## config.mk

```make
export PLATFORM = sky130hd
export DESIGN_NAME = pixel_scan_sequencer
export DESIGN_NICKNAME = d
export VERILOG_FILES = /design/src/rtl/pss_pkg.sv /design/src/rtl/pss_addr_decode.sv /design/src/rtl/pss_ring_step.sv /design/src/rtl/pixel_scan_sequencer.sv
export SDC_FILE = /design/constraint.sdc
export NUM_CORES = 1
export LEC_CHECK = 0
export CAP_MARGIN = 20
export CORE_AREA = 2 2 155 157
export CTS_CLUSTER_SIZE = 14
export DETAILED_ROUTE_END_ITERATION = 8
export DIE_AREA = 0 0 157 159
export DONT_BUFFER_PORTS = 1
export PLACE_DENSITY = 0.4
export SYNTH_ARGS = -nofsm -noshare
export SYNTH_HDL_FRONTEND = slang
export SYNTH_SLANG_ARGS = --single-unit
export TNS_END_PERCENT = 1
```

## constraint.sdc

```tcl
create_clock -name clk -period 1.6 [get_ports clk]
set_input_delay 0.24 -clock clk [delete_from_list [all_inputs] [get_ports clk]]
set_output_delay 0.24 -clock clk [all_outputs]
set_load 0.01 [all_outputs]
```

## src/rtl/pss_pkg.sv

```systemverilog
package pss_pkg;
    typedef enum logic {
        MODE_PROBE = 1'b0,
        MODE_SCAN  = 1'b1
    } scan_mode_e;
endpackage

```

## src/rtl/pss_addr_decode.sv

```systemverilog
// Clamped binary-to-one-hot decoder for the probe addresses.
module pss_addr_decode #(
    parameter int N  = 48,
    parameter int AW = 6
) (
    input  logic [AW-1:0] addr,
    output logic [N-1:0]  sel
);
    localparam int LAST = N - 1;

    int idx;

    always_comb begin
        if (int'(addr) > LAST) idx = LAST;
        else                   idx = int'(addr);
    end

    for (genvar gi = 0; gi < N; gi++) begin : g_bit
        assign sel[gi] = (idx == gi);
    end
endmodule

```

## src/rtl/pss_ring_step.sv

```systemverilog
// Next value of a rotating one-hot selector.
module pss_ring_step #(
    parameter int N = 48
) (
    input  logic [N-1:0] cur,
    input  logic         load,
    input  logic         adv,
    output logic [N-1:0] nxt
);
    localparam logic [N-1:0] FIRST = N'(1);

    always_comb begin
        if (load)     nxt = FIRST;
        else if (adv) nxt = {cur[N-2:0], cur[N-1]};
        else          nxt = cur;
    end
endmodule

```

## src/rtl/pixel_scan_sequencer.sv

```systemverilog
module pixel_scan_sequencer
    import pss_pkg::*;
#(
    parameter int ROWS = 48,
    parameter int COLS = 48
) (
    input  logic                                     clk,
    input  logic                                     rst_n,
    input  logic                                     pix_en,
    input  logic                                     scan_mode,
    input  logic [$clog2(ROWS > COLS ? ROWS : COLS)-1:0] row_addr,
    input  logic [$clog2(ROWS > COLS ? ROWS : COLS)-1:0] col_addr,
    output logic [ROWS-1:0]                          row_sel,
    output logic [COLS-1:0]                          col_sel,
    output logic                                     line_start,
    output logic                                     frame_start
);
    localparam int MAXD = (ROWS > COLS) ? ROWS : COLS;
    localparam int AW   = $clog2(MAXD);

    typedef struct packed {
        scan_mode_e      mode;
        logic [ROWS-1:0] row;
        logic [COLS-1:0] col;
    } state_t;

    localparam state_t RESET_ST = '{mode: MODE_PROBE, row: ROWS'(1), col: COLS'(1)};

    state_t st_d, st_q;

    logic [ROWS-1:0] row_dec, row_step;
    logic [COLS-1:0] col_dec, col_step;
    logic            entering, scanning, col_last;

    assign entering = scan_mode && (st_q.mode == MODE_PROBE);
    assign scanning = scan_mode && (st_q.mode == MODE_SCAN);
    assign col_last = st_q.col[COLS-1];

    pss_addr_decode #(.N(ROWS), .AW(AW)) u_row_dec (.addr(row_addr), .sel(row_dec));
    pss_addr_decode #(.N(COLS), .AW(AW)) u_col_dec (.addr(col_addr), .sel(col_dec));

    pss_ring_step #(.N(COLS)) u_col_ring (
        .cur (st_q.col),
        .load(entering),
        .adv (scanning),
        .nxt (col_step)
    );

    pss_ring_step #(.N(ROWS)) u_row_ring (
        .cur (st_q.row),
        .load(entering),
        .adv (scanning && col_last),
        .nxt (row_step)
    );

    always_comb begin
        st_d = st_q;
        if (pix_en) begin
            st_d.mode = scan_mode ? MODE_SCAN : MODE_PROBE;
            if (scan_mode) begin
                st_d.row = row_step;
                st_d.col = col_step;
            end else begin
                st_d.row = row_dec;
                st_d.col = col_dec;
            end
        end
    end

    always_ff @(posedge clk or negedge rst_n) begin
        if (!rst_n) st_q <= RESET_ST;
        else        st_q <= st_d;
    end

    assign row_sel     = st_q.row;
    assign col_sel     = st_q.col;
    assign line_start  = (st_q.mode == MODE_SCAN) && st_q.col[0];
    assign frame_start = line_start && st_q.row[0];
endmodule

```

==> flow_metrics.py <==
metrics = {
    "routing": {
        "viasPerCell": 5.258,
        "drt_iter0_drc": 540,
        "drc": 0,
        "dr_total_vias": 4527,
        "drtPass1Iterations": 6,
        "wl_per_cell_microns": 20.75,
        "routed_wl_mm": 17.86,
        "antenna_left": 0,
    },
    "critical_path": {
        "critPathLaunchType": "flop",
        "required_ns": 1.36,
        "critical-path-max-stage-delay_ns": 0.61,
        "worst-r2r-cell-count": 4,
        "timing.rr.end": "row_sel[13]$_DFFE_PN0P_",
        "path_buf_inv": 0,
        "path_cells": "and3_1",
        "reg2reg_from": "col_sel[47]$_DFFE_PN0P_",
        "crit_arrival_ns": 1.17,
        "cp_slowest_cell": "dfstp_2",
        "startpoint": "row_sel[0]$_DFFE_PN1P_",
        "crit_family": "flip-flops",
        "cp-endpoint": "frame_start",
        "critPathMaxFanout": 4,
        "crit_type": "reg2out",
        "worst_setup_path_end_kind": "primary output",
        "crit_cells": 1,
        "rrSetupSlack_ns": 0.27,
    },
    "synth": {
        "syn-cell-area_sq_um": 5713,
        "yosysUniqueCellTypes": 27,
        "ys.warnings.count": 0,
        "yosysSeqAreaShare": 0.4253,
        "syn_nets": 675,
        "synthCells": 659,
        "avgSynthCellArea_sq_um": 8.669,
        "synth-seq-cells": 97,
    },
    "cts": {
        "cts_sinks": 97,
        "clk_pin_slew_ns": 0.07,
        "root_buffer": "clkbuf_16",
        "cts_tree": "yes",
        "cts_buffers": 9,
        "cts.repair.resized": 0,
        "cts-htree-levels": 3,
        "post_cts_buffers": 0,
        "clock_latency_ns": 0.35,
        "clockBufferDepth": 2,
        "ctsHoldBuffers": 4,
    },
    "cells_and_area": {
        "drive_gt1_frac": 0.09594,
        "multiInputGateArea_sq_um": 2198,
        "regArea_sq_um": 2430,
        "fillers": 2492,
        "layout_common_cells": "95 x dfrtp_1, 76 x nand2_1, 74 x a31oi_1",
        "layout_commonest_cell": "dfrtp_1",
        "antenna_cells": 0,
        "nets": 553,
        "syn_to_final_growth_pct": -1.555,
    },
    "sta": {
        "hold_slack_ns": -0.4215,
        "finalWorstSetupSlack_ns": 0.1854,
        "min_period_ns": 1.415,
        "clock_skew_ns": 0.01238,
        "tns_ns": 0,
        "final_max_slew_viol_count": 0,
        "worst_pin_slew_ns": 0.5209,
        "setup_violations": 0,
        "max_freq_mhz": 706.9,
        "max_slew_margin": 0.6527,
        "hold_viol_final": 97,
        "rsz0062_at_grt": "no",
        "min_period_over_period": 0.8841,
    },
    "min_path": {
        "hp-class": "in2async",
    },
    "status": {
        "violations": "negative hold slack",
        "status": "finished with violations",
    },
    "floorplanning": {
        "die_w_microns": 157,
        "die-area_sq_um": 24960,
        "start_util": 0.2463,
        "num_rows": 56,
        "fp.dieH_microns": 159,
        "core_sq_um": 23190,
        "ioPinCount": 114,
    },
    "grt": {
        "grt_pass1_vias": 4177,
        "antenna_found_initial": 0,
        "overflow": 0,
        "grt_pass1_wl_mm": 27.46,
        "grt_start_max_net_pins": 104,
        "globalRouteTotalUtil": 0.1418,
    },
    "placement": {
        "dp_slack_ns": 0.2815,
        "dp_hpwl_mm": 10.97,
        "place.gp.congestion": 0.7619,
        "io_buffer_count": 0,
    },
    "power_and_ir_drop": {
        "fin_total_pwr_uw": 6061,
        "ir_drop_mv": 0.4089,
        "power_density_nw_per_um2": 1078,
        "leakagePower_uw": 0.002028,
    },
    "flow_run": {
        "maxCapViolations": 0,
    },
}
[worst min-delay path by stage]
stage | slack [ns] | from | endpoint
5_1_grt | -0.44 | rst_n | col_sel[16]$_DFFE_PN0P_
4_1_cts | -0.45 | rst_n | col_sel[16]$_DFFE_PN0P_
2_1_floorplan | -0.06 | rst_n | col_sel[10]$_DFFE_PN0P_
3_5_place_dp | -0.05 | rst_n | col_sel[20]$_DFFE_PN0P_
3_3_place_gp | -0.05 | rst_n | col_sel[16]$_DFFE_PN0P_
6_report | -0.42 | rst_n | col_sel[16]$_DFFE_PN0P_
[stage by stage]
step                      area, sq um  std cells  utilization
after detailed placement         5293        841       0.2282
final                            5624        861       0.2425
after global placement           5293        841       0.2282
after global routing             5624        861       0.2425
after floorplan                  5713        659            -
after CTS                        5624        861       0.2425
[cells in the mapped netlist]
master      n  area share
a211oi_1    1      0.0013
a211oi_2    1      0.0022
a21oi_1    70       0.061
a31oi_1    74       0.081
a32oi_1    22       0.034
and2_1      9      0.0099
and2b_1     1      0.0013
and3_1      1      0.0011
and4_1      2      0.0031
buf_1       1     0.00066
buf_2      19       0.017
buf_4     108        0.14
buf_6       5      0.0099
clkbuf_1   30       0.020
dfrtp_1    95        0.42
dfstp_2     2      0.0092
inv_1       2      0.0013
nand2_1    76       0.050
nand3_1     1     0.00088
nand3b_4    1      0.0035
nand4_1    66       0.072
nor2_1     50       0.033
nor2b_1     9      0.0099
nor3_4      2      0.0057
nor3b_4     2      0.0066
o21ai_0     8      0.0070
o22ai_1     1      0.0011
[cell families after synthesis]
group / count (synthesis) / share of synthesized area
AO/OA/AOI/OAI: 177 / 0.1877
AND/OR/NAND/NOR: 220 / 0.1969
buffers and inverters: 165 / 0.1901
flip-flops: 97 / 0.4253
[final cells by class]
class,instances,share of cell area
sequential,97,0.4320
multi-input combinational,397,0.3909
tap,319,0.07097
timing repair buffer,30,0.05473
clock buffer,10,0.04249
clock inverter,6,0.007564
inverter,2,0.001335
[report_power, final]
part	leakage, uW	switching [uW]	internal, uW
registers	0.00118	469	2730
clock network	0.000135	1010	1100
logic	0.000710	458	296
total	0.00203	1930	4130
[flip-flops by register name (all words and copies together), names as in the netlist]
| signal | cells |
|---|---|
| row_sel | 48 |
| col_sel | 48 |
| st_q | 1 |
[worst reg2reg max path: stages (launching register included)]
cell	delay, ns
dfrtp_1	0.46
nand3b_4	0.19
and2_1	0.17
buf_12	0.23
a31oi_1	0.16
[layer usage]
metal  vias to the layer above  GRT usage  routed length (microns)  share of wire
li1                       2037          -                        -              -
met1                      2263     0.1917                     7571           0.42
met2                       205     0.2041                     8079           0.45
met3                        22    0.05689                     1878           0.11
met4                         0    0.04921                      332          0.019
met5                         -          0                        0              0
Note: power is estimated with default switching activity, not from simulation.
